==> src/rtl/i2cfe_pkg.sv <==
package i2cfe_pkg;

    localparam int BYTE_W = 8;
    localparam int CE_W   = 3;
    localparam int TYPE_W = 4;
    localparam logic [TYPE_W-1:0] TYPE_MEM = 4'b1010;
    localparam logic [TYPE_W-1:0] TYPE_ID  = 4'b1011;

    typedef enum logic [2:0] {
        ST_IDLE,
        ST_SEL,
        ST_SEL_ACK,
        ST_ADDR,
        ST_ADDR_ACK,
        ST_HOLD
    } fe_state_t;

    typedef enum logic {
        REG_MEM = 1'b0,
        REG_ID  = 1'b1
    } region_t;

    typedef struct packed {
        logic [TYPE_W-1:0] dtype;
        logic [CE_W-1:0]   ce;
        logic              rw;
    } sel_code_t;

    typedef struct packed {
        logic    hit;
        region_t region;
        logic    rd;
    } sel_dec_t;

    typedef struct packed {
        logic start;
        logic stop;
        logic scl_rise;
        logic scl_fall;
        logic scl;
        logic sda;
    } bus_ev_t;

    typedef struct packed {
        region_t           region;
        logic              rd;
        logic [BYTE_W-1:0] addr;
    } access_t;

    function automatic sel_dec_t decode_sel(input sel_code_t c,
                                            input logic [CE_W-1:0] pins);
        sel_dec_t d;
        d.hit    = ((c.dtype == TYPE_MEM) || (c.dtype == TYPE_ID)) && (c.ce == pins);
        d.region = (c.dtype == TYPE_ID) ? REG_ID : REG_MEM;
        d.rd     = c.rw;
        return d;
    endfunction

endpackage

==> src/rtl/i2cfe_sync.sv <==
module i2cfe_sync
    import i2cfe_pkg::*;
#(
    parameter int STAGES = 2
) (
    input  logic    clk,
    input  logic    rst,
    input  logic    scl_raw,
    input  logic    sda_raw,
    output bus_ev_t ev
);
    logic [STAGES-1:0] scl_chain;
    logic [STAGES-1:0] sda_chain;
    logic              scl_prev;
    logic              sda_prev;
    logic              scl_s;
    logic              sda_s;

    generate
        if (STAGES == 1) begin : g_one
            always_ff @(posedge clk) begin
                if (rst) begin
                    scl_chain <= '1;
                    sda_chain <= '1;
                end else begin
                    scl_chain <= scl_raw;
                    sda_chain <= sda_raw;
                end
            end
        end else begin : g_many
            always_ff @(posedge clk) begin
                if (rst) begin
                    scl_chain <= '1;
                    sda_chain <= '1;
                end else begin
                    scl_chain <= {scl_chain[STAGES-2:0], scl_raw};
                    sda_chain <= {sda_chain[STAGES-2:0], sda_raw};
                end
            end
        end
    endgenerate

    assign scl_s = scl_chain[STAGES-1];
    assign sda_s = sda_chain[STAGES-1];

    always_ff @(posedge clk) begin
        if (rst) begin
            scl_prev <= 1'b1;
            sda_prev <= 1'b1;
        end else begin
            scl_prev <= scl_s;
            sda_prev <= sda_s;
        end
    end

    always_comb begin
        ev.scl      = scl_s;
        ev.sda      = sda_s;
        ev.scl_rise = scl_s & ~scl_prev;
        ev.scl_fall = ~scl_s & scl_prev;
        ev.start    = scl_s & scl_prev & sda_prev & ~sda_s;
        ev.stop     = scl_s & scl_prev & ~sda_prev & sda_s;
    end
endmodule

==> src/rtl/i2cfe_shift.sv <==
module i2cfe_shift #(
    parameter int BYTE_W = 8,
    localparam int CNT_W = $clog2(BYTE_W + 2)
) (
    input  logic              clk,
    input  logic              rst,
    input  logic              clr,
    input  logic              bit_stb,
    input  logic              bit_val,
    output logic [BYTE_W-1:0] data,
    output logic [CNT_W-1:0]  cnt
);
    localparam logic [CNT_W-1:0] LAST = CNT_W'(BYTE_W + 1);

    always_ff @(posedge clk) begin
        if (rst || clr) begin
            cnt <= '0;
        end else if (bit_stb && cnt != LAST) begin
            cnt <= cnt + 1'b1;
        end
    end

    always_ff @(posedge clk) begin
        if (rst) begin
            data <= '0;
        end else if (!clr && bit_stb && cnt < CNT_W'(BYTE_W)) begin
            data <= {data[BYTE_W-2:0], bit_val};
        end
    end
endmodule

==> src/rtl/i2cfe_ctrl.sv <==
module i2cfe_ctrl
    import i2cfe_pkg::*;
#(
    localparam int CNT_W = $clog2(BYTE_W + 2)
) (
    input  logic              clk,
    input  logic              rst,
    input  bus_ev_t           ev,
    input  logic [BYTE_W-1:0] data,
    input  logic [CNT_W-1:0]  cnt,
    input  logic [CE_W-1:0]   pins,
    output logic              shift_clr,
    output logic              oe,
    output logic              valid,
    output access_t           acc
);
    fe_state_t state;
    sel_dec_t  dec;
    logic      byte_end;
    logic      ack_end;

    assign dec      = decode_sel(sel_code_t'(data), pins);
    assign byte_end = ev.scl_fall && (cnt == CNT_W'(BYTE_W));
    assign ack_end  = ev.scl_fall && (cnt == CNT_W'(BYTE_W + 1));

    always_comb begin
        shift_clr = ev.start || ev.stop || (state == ST_IDLE) || (state == ST_HOLD);
        if ((state == ST_SEL_ACK || state == ST_ADDR_ACK) && ack_end) begin
            shift_clr = 1'b1;
        end
    end

    always_ff @(posedge clk) begin
        if (rst) begin
            state <= ST_IDLE;
            oe    <= 1'b0;
            valid <= 1'b0;
            acc   <= '0;
        end else begin
            valid <= 1'b0;
            if (ev.start) begin
                state <= ST_SEL;
                oe    <= 1'b0;
            end else if (ev.stop) begin
                state <= ST_IDLE;
                oe    <= 1'b0;
            end else begin
                case (state)
                    ST_SEL: if (byte_end) begin
                        if (dec.hit) begin
                            state      <= ST_SEL_ACK;
                            oe         <= 1'b1;
                            acc.region <= dec.region;
                            acc.rd     <= dec.rd;
                            acc.addr   <= '0;
                        end else begin
                            state <= ST_IDLE;
                        end
                    end
                    ST_SEL_ACK: if (ack_end) begin
                        oe <= 1'b0;
                        if (acc.rd) begin
                            valid <= 1'b1;
                            state <= ST_HOLD;
                        end else begin
                            state <= ST_ADDR;
                        end
                    end
                    ST_ADDR: if (byte_end) begin
                        oe       <= 1'b1;
                        acc.addr <= data;
                        state    <= ST_ADDR_ACK;
                    end
                    ST_ADDR_ACK: if (ack_end) begin
                        oe    <= 1'b0;
                        valid <= 1'b1;
                        state <= ST_HOLD;
                    end
                    default: ;
                endcase
            end
        end
    end
endmodule

==> src/rtl/i2c_sel_frontend.sv <==
module i2c_sel_frontend
    import i2cfe_pkg::*;
#(
    parameter int SYNC_STAGES = 2
) (
    input  logic              clk,
    input  logic              rst,
    input  logic              scl_i,
    input  logic              sda_i,
    input  logic [CE_W-1:0]   chip_sel,
    output logic              sda_oe,
    output logic              acc_valid,
    output logic              acc_region,
    output logic              acc_read,
    output logic [BYTE_W-1:0] acc_addr
);
    localparam int CNT_W = $clog2(BYTE_W + 2);

    bus_ev_t           ev;
    logic [BYTE_W-1:0] sh_data;
    logic [CNT_W-1:0]  sh_cnt;
    logic              sh_clr;
    access_t           acc;
    logic              bus_start;
    logic              bus_stop;
    logic              bus_scl;

    i2cfe_sync #(.STAGES(SYNC_STAGES)) u_sync (
        .clk     (clk),
        .rst     (rst),
        .scl_raw (scl_i),
        .sda_raw (sda_i),
        .ev      (ev)
    );

    i2cfe_shift #(.BYTE_W(BYTE_W)) u_shift (
        .clk     (clk),
        .rst     (rst),
        .clr     (sh_clr),
        .bit_stb (ev.scl_rise),
        .bit_val (ev.sda),
        .data    (sh_data),
        .cnt     (sh_cnt)
    );

    i2cfe_ctrl u_ctrl (
        .clk       (clk),
        .rst       (rst),
        .ev        (ev),
        .data      (sh_data),
        .cnt       (sh_cnt),
        .pins      (chip_sel),
        .shift_clr (sh_clr),
        .oe        (sda_oe),
        .valid     (acc_valid),
        .acc       (acc)
    );

    assign acc_region = acc.region;
    assign acc_read   = acc.rd;
    assign acc_addr   = acc.addr;
    assign bus_start  = ev.start;
    assign bus_stop   = ev.stop;
    assign bus_scl    = ev.scl;
endmodule

==> config.mk <==
export PLATFORM = sky130hd
export DESIGN_NAME = i2c_sel_frontend
export DESIGN_NICKNAME = d
export VERILOG_FILES = /design/src/rtl/i2cfe_pkg.sv /design/src/rtl/i2cfe_sync.sv /design/src/rtl/i2cfe_shift.sv /design/src/rtl/i2cfe_ctrl.sv /design/src/rtl/i2c_sel_frontend.sv
export SDC_FILE = /design/constraint.sdc
export NUM_CORES = 1
export LEC_CHECK = 0
export ABC_AREA = 1
export BUFFER_PORTS_ARGS = -buffer_cell sky130_fd_sc_hd__buf_4
export CAP_MARGIN = 20
export CELL_PAD_IN_SITES_DETAIL_PLACEMENT = 1
export CELL_PAD_IN_SITES_GLOBAL_PLACEMENT = 1
export CORE_UTILIZATION = 37
export DETAILED_ROUTE_END_ITERATION = 6
export PLACE_DENSITY = 0.76
export SYNTH_ARGS = -nofsm -noshare
export SYNTH_HDL_FRONTEND = slang
export SYNTH_SLANG_ARGS = --single-unit
==> constraint.sdc <==
create_clock -name clk -period 1.3 [get_ports clk]
set_input_delay 0.26 -clock clk [delete_from_list [all_inputs] [get_ports clk]]
set_output_delay 0.26 -clock clk [all_outputs]
set_load 0.05 [all_outputs]
==> impl_summary.md, run 1 <==
Setup path
Among all stages on the critical path, the largest delay is contributed by dfxtp_2. Traced cell by cell, the critical path runs through inv_4, ha_4, nand3_4, nor2_4, nand2_4, nand3_4, nand2_1, inv_1, nor2_1. At the worst endpoint, the required time is approximately 1500 ps. At the worst endpoint, the arrival time is around 1600 ps.

Counting stages on the worst path, the most repeated cell is nand3_4. The worst stage delay on the critical path is about 330 ps. The critical setup path kind is flip-flop to flip-flop. The startpoint type of the worst setup path is a flip-flop.

STA classifies the critical path endpoint as a flip-flop. Of all nets on the critical path, the largest fanout is 8.

Global routing
The via count of the first global-routing pass was between 1,500 and 2,000. The overflow left after global routing is 0. The global-route total usage across every layer is approximately 22%. The first global-routing pass estimated about 8500 um of wire. The number of antenna violations at the first check in global routing is 0. The maximum number of pins on one net before global-route repair is 18.

Placement
After detailed placement, the design holds a cell count of about 350. The total half-perimeter wirelength after legalization and detailed placement is about 3300 um. The post-place setup slack is -171.2 ps. During placement, the flow inserted port buffers numbering 18. The last weighted congestion value of the routability-driven placer is around 0.8.

Synthesis
The Yosys step of the flow raised 0 warnings. The largest total area in the synthesized netlist belongs to dfxtp_1. The mapped netlist covers between 1500 and 2000 sq um. The share of flip-flops with an asynchronous set or reset is 0%. By instance count, the leading cell after synthesis is nand2_1.

Summing the sequential cell areas from Yosys gives between 30% and 40% of the chip area. The share of the synthesized area in the top cell type is approximately 40%. Yosys mapped the design onto 26 distinct sky130hd cell types. By area the synthesized netlist is led by dfxtp_1 39%, nand2_1 16%, inv_1 7.9%. The number of synthesized register bits is 33. The number of synthesized flops with an enable pin is 0.

A synthesized cell averages ~6.7 sq um. The most instantiated flip-flop cell in the synthesis netlist is dfxtp_1. By count the netlist is led by 71 x nand2_1, 36 x inv_1, 33 x dfxtp_1.

The number of nets in the synthesized netlist is ~260. The instance count of the mapped netlist is between 200 and 300.

STA
The post-route fraction of the period consumed by the critical path is 108.8%. The count of endpoints failing hold in the final timing report is 0. The number of max-slew violations in the final report is 0.

The relative slew slack is approximately 82%. The highest attainable clock frequency is 707.3 MHz. Setup repair after global routing could not meet its margin everywhere. The number of setup violations in the final report is 17. At the pin with the least slew margin, the transition time is about 270 ps. The clock skew after layout is about 2.7 ps. The post-layout worst setup margin is -113.8 ps. The smallest clock period supported by the final layout is computed as approximately 1400 ps.

Cells and area
The synthesis-to-finish area growth is 45.77%. For this run, the share of the core covered by cells in the final layout is 56.54%. The final cell count without fillers is roughly 370. The number of antenna diodes in the final layout is 0. The fraction of final layout cells sized beyond drive strength 1 is slightly above 40%.

The count of nets after finishing is 323.

Floorplanning
The die covers slightly below 5000 sq um. The placeable core region is 4384 sq um. The effective utilization at floorplan is between 30% and 40%.

The placement row count is 24. The height of the chip is 69.79 um. The number of primary I/O pins is 19. The width of the die is 69.79 um.

Drt
The pre-antenna-repair detailed-routing pass consisted of 4 iterations. In the routed layout, each cell is associated on average with a via count of between 4 and 5. The detailed router finished its first iteration with between 50 and 60 violations. Dividing the detail-routed wire length by the instance count gives ~14 um. After detailed routing, the number of remaining DRC violations is 0. The post-route antenna net violation count is 0. The routed wire length is roughly 5200 um. The total number of vias is 1,826.

Run status
The run finished, with violations left. The checks that failed: setup timing.

CTS
The clock latency at the later pin of the worst-skew pair is between 200 and 300 ps. The clock-pin slew on the worst setup and hold paths is 60 ps. The largest buffer count on any clock path is 2. TritonCTS built the clock tree. The number of buffers created by CTS is 5. The H-tree generated during clock tree synthesis spans 2 levels.

The number of sinks handled by clock tree synthesis is 33. The hold buffer count at CTS is 0. CTS placed an instance of clkbuf_8 at the clock tree root.

Worst hold path
In this run the worst hold path is classified as input port to flip-flop.

Power
The leakage dissipation is roughly 1.1 nW. For this design the ratio of total power to cell area is just under 800 nW/um^2. The maximum resistive drop on vdd is approximately 490 uV.

Job
The reported max-cap violation count is 0.
-- layout by cell type (no fill, tap or decap), types with 2 or more instances in the layout --
master    Yosys  layout
dfxtp_1      33      25
a21oi_1      16      14
or2_2         4       4
clkbuf_8      0       5
nand3_1      22      19
dfxtp_2       0       6
clkbuf_1      1       3
nand2_4       0       3
inv_4         0       2
a21oi_2       0       2
nand3_4       1       3
nand2_1      71      57
buf_6         2       8
nand3_2       2       3
nor2_4        2       6
nand2_2       2      14
buf_12        0       2
o21ai_0       3       2
inv_1        36      28
buf_4         1      46
nand4_1       9       9
inv_2         3       8
ha_4          0       2
nor2_1       31      21
nor2_2        5      11
dfxtp_4       0       2
-- cell families after synthesis --
group                    Yosys count  share of synthesized area (%)
AND/OR/NAND/NOR                  151                          40.76
adder cells (fa/ha/maj)            3                          2.208
flip-flops                        33                          38.85
XOR/XNOR                           2                          1.030
buffers and inverters             45                          11.11
AO/OA/AOI/OAI                     20                          6.034
-- stage by stage --
| stage | cell area [sq um] | total power [mW] | setup TNS [ps] | hold WS (ps) |
|---|---|---|---|---|
| floorplan | 1718 | 1.133 | -0.8484 | 363.8 |
| global placement | 2117 | 1.185 | -1818 | 391.0 |
| detailed placement | 2117 | 1.190 | -2522 | 401.0 |
| CTS | 2307 | 1.951 | -137.7 | 146.8 |
| global route | 2479 | 2.021 | -3062 | 149.0 |
| finish | 2479 | 1.927 | -720.2 | 155.2 |
-- what timing repair did --
item	in CTS	in global routing
setup endpoints to repair	25	26
setup buffers	4	4
gates resized for setup	23	47
pin swaps	11	16
gates cloned	1	0
-- routing by layer --
layer	vias up	global-route usage (%)	wire (um)
li1	908	-	-
met1	875	23.10	2009
met2	30	42.63	2925
met3	13	5.087	153
met4	0	8.667	136
met5	-	0	0
-- power breakdown --
group	switching, mW	total, mW	internal [mW]
Sequential	0.00586	1.02	1.02
Combinational	0.0961	0.166	0.0700
Clock	0.358	0.738	0.380
-- flip-flops by register name, indices dropped and copies added, names as in the netlist --
name,flops
u_ctrl.oe,1
u_sync.scl_prev,1
u_shift.data,8
u_shift.cnt,4
u_ctrl.valid,1
u_sync.sda_chain,2
u_sync.scl_chain,2
u_ctrl.state,3
u_sync.sda_prev,1
u_ctrl.acc,10
-- final timing paths --
check,slack (ps),from,endpoint,depth (start not counted)
setup / recovery,-110,u_shift.cnt[1],u_shift.data[2],9
hold / removal,160,sda_i,u_sync.sda_chain[0],2
setup reg to reg,-110,u_shift.cnt[1],u_shift.data[2],9
hold reg to reg,410,u_sync.scl_chain[0],u_sync.scl_chain[1],1
-- layout make-up --
class                   instances  area (sq um)
well taps                      52         65.06
multi-input cells             177          1015
repair buffers                 56         475.5
flip-flops and latches         33         675.6
inverters                      40         167.7
fillers                       556          1906
clock buffers                   8         80.08
-- critical path: cells and delay by family, from the launching register on --
kind                       cells  cell delay, ps
and+or+nand+nor                6             700
DFF                            1             330
buffers and inverters          2             150
adders and majority gates      1             130
(Power assumes the default switching activity.)
==> inputs of run 2 (changes only) <==
- CORE_ASPECT_RATIO: not set -> 1.2
- CORE_UTILIZATION: 37 -> 40
- PLACE_DENSITY: 0.76 -> 0.78
- SETUP_SLACK_MARGIN: not set -> 0.3
- clock period: 1.3 -> 1.55 ns (I/O delays scaled with it)
==> run 2 against run 1 <==
Against the previous run:
- worst setup slack better by 170 ps
- die area is 7.3% lower
- the run now ends clean
- non-clock buffer count is 21 lower
- fmax is 5.7% lower
- clock power is 33% higher
==> impl_summary.md, run 2 (synthesis gave the netlist of run 1 again) <==
Setup path
The most critical setup path has its startpoint at u_ctrl.state[0]. STA classifies the critical path endpoint as a flip-flop. The critical path is of the flip-flop to flip-flop type. The data arrival at the endpoint of the critical path came to 1700 ps (+110 ps). In this run the critical register-to-register path is launched from u_ctrl.state[0].

The endpoint required time on the critical path is 1750 ps (+270 ps). The worst setup path is launched from a flip-flop. The biggest fanout along the worst timing path was 8 (unchanged).

CTS
The number of sinks handled by clock tree synthesis is 33 (unchanged). The number of levels in the clock H-tree is 2 (unchanged). The clock latency at the later pin of the worst-skew pair is 290 ps (about the same). The number of buffers created by CTS is 5 (unchanged).

Clock tree synthesis selected as its root buffer the cell clkbuf_8. The TritonCTS clock tree is yes. The clock-pin slew on the worst setup and hold paths is 70 ps (about the same). The largest buffer count on any clock path is 2 (unchanged). The hold buffer count at CTS was 0 (unchanged).

Power
The internal power component is 1.550 mW (+5.6%). The leakage dissipation is 0.9998 nW (-10%). The switching power came to 0.4398 mW (-4.3%). The net switching fraction of the power is 22.11% (-1.7 points). The maximum resistive drop on vdd was 725.1 uV (+47%). The sequential share of power is 43.1% (-10 points).

The fraction of power consumed by the clock network is 49.5% (+11 points). The power density normalized to cell area is 822.2 nW/um^2 (+5.8%). The power share of the combinational group is 7.4% (-1.2 points).

STA
The highest attainable clock frequency is 667.3 MHz (-5.7%). The count of endpoints failing hold in the final timing report is 0 (unchanged). The minimum clock period is 1499 ps (+84.84 ps). The relative slew slack came to 81.26% (-1.0 points).

The final-layout worst hold slack is 195.0 ps (+39.88 ps). The post-route fraction of the period consumed by the critical path came to 96.69% (-12 points). Setup repair after global routing could not meet its margin everywhere. The clock skew after layout is 6.893 ps (+4.173 ps). The final-layout setup total negative slack came to 0 ps (+720.2 ps). The number of max-slew violations in the final report came to 0 (unchanged).

The slew at the pin closest to its max-slew limit is 280.5 ps (+14.91 ps). The number of setup violations in the final report is 0 (-17).

Drt
The post-route antenna net violation count is 0 (unchanged). The remaining design rule violation count is 0 (unchanged). The iteration-0 DRC count of the detailed router is 52 (-7.1%). The number of vias per cell was 5.163 (+3.5%). The average detailed-routed wire length per instance is 16.17 um (+13%). The routed wire length is 5643 um (+8.0%). The total number of vias is 1,802 (-1.3%). The detailed-routing iteration count for the pre-antenna-repair pass is 4 (unchanged).

Placement
The count of port buffers added during placement was 18 (unchanged). The last weighted congestion value of the routability-driven placer was 0.8025 (+3.0%). The post-placement cell area is 1939 sq um (-8.4%). The total half-perimeter wirelength after legalization and detailed placement came to 3093 um (-6.7%).

Cells and area
The flip-flop count of the largest register after layout is 10 (unchanged). The fraction of final layout cells sized beyond drive strength 1 is 38.64% (-2.4 points). The synthesis-to-finish area growth is 42.31%.

The antenna cell count is 0 (unchanged). In the layout the commonest cells are 61 x nand2_1, 30 x inv_1, 30 x buf_4. The largest registers in the layout are u_ctrl.acc: 10 flops, u_shift.data: 8 flops, u_shift.cnt: 4 flops. Ranked by flip-flop count, first place goes to u_ctrl.acc. The commonest non-fill, non-tap cell in the layout is nand2_1. The final design instance area without fill is 2420 sq um (-2.4%). The count of nets after finishing is 304 (-5.9%).

Floorplanning
The die area is 4517 sq um (-7.3%). The placeable core region is 4004 sq um (-8.7%). The effective utilization at floorplan is 42.47% (+3.7 points). The height of the chip is 73.42 um (+5.2%). The width of the die is 61.52 um (-12%).

The placement row count came to 25 (+4.2%). The number of primary I/O pins was 19 (unchanged).

Global routing
The overflow left after global routing is 0 (unchanged). The global-route total usage across every layer was 25.18% (+2.9 points). The number of antenna violations at the first check in global routing was 0 (unchanged). The first-pass GRT wire length was 8328 um (-1.8%). The via count of the first global-routing pass is 1,834 (-1.5%).

The maximum number of pins on one net before global-route repair is 17 (-1).

Worst hold path
The worst hold path belongs to the class input port to flip-flop. In this run the most critical hold path is launched from sda_i.

Job
The reported max-cap violation count is 0 (unchanged).

Run status
The flow ran to the end, and the final reports show no timing, DRC or antenna violations.
[run 2: changes by cell type in the layout (fill, tap and decap cells not counted), sizes merged]
cell,delta
nand2,+1
buf,-21
inv,+2
clkbuf,-3
bufinv,+2
[run 2: layer usage]
layer	up-vias	routed length [um]	track usage, %
li1	873	-	-
met4	0	157	11.85
met1	872	2180	26.26
met2	41	3087	46.12
met5	-	0	0
met3	16	217	5.458
[run 2: cell type report]
| type | count | area [sq um] |
|---|---|---|
| sequential | 33 | 676.9 |
| fill | 526 | 1584 |
| timing repair buffer | 35 | 285.3 |
| clock inverter | 3 | 65.06 |
| timing repair inverter | 1 | 6.256 |
| tap | 54 | 67.56 |
| inverter | 40 | 165.2 |
| multi-input combinational | 178 | 1085 |
| clock buffer | 5 | 68.82 |
[run 2: what timing repair did]
| action | 4_1_cts | 5_1_grt |
|---|---|---|
| gates cloned | 2 | 1 |
| endpoints found under the setup margin | 26 | 27 |
| pin swaps | 18 | 22 |
| setup buffers | 13 | 2 |
| gates resized for setup | 35 | 31 |
[run 2: metrics by stage]
stage                     power, mW  utilization, %  worst slack [ps]  std cells
final                         1.990           60.44             51.37        349
after global routing          2.051           60.44            -35.08        349
after CTS                     1.977           57.31             218.1        346
after detailed placement     0.9815           48.44             96.47        323
after global placement       0.9792           48.44             90.93        323
after floorplan              0.9497               -             285.4        254
[run 2: power by group through the flow]
stage	combinational [mW]	sequential, mW	clock (mW)
2_1_floorplan	0.0724	0.877	0
3_3_place_gp	0.101	0.878	0
3_5_place_dp	0.103	0.879	0
4_1_cts	0.129	0.857	0.990
5_1_grt	0.160	0.859	1.03
6_report	0.147	0.858	0.984
[run 2: path summary, 6_finish.rpt]
check,cells past startpoint,slack [ps],to
worst max-delay path,9,50,u_shift.data[2]
worst min register to register,1,410,u_sync.sda_chain[1]
worst min-delay path,2,200,u_sync.sda_chain[0]
worst max register to register,9,50,u_shift.data[2]
[run 2: worst max-delay path, cell delays in order (launching register included)]
cell	delay (ps)
dfxtp_2	340
inv_4	90
nand2_1	80
nand2_2	100
nor2_4	50
nor2_4	260
nand3_4	160
nand2_1	100
inv_1	50
nor2_1	170
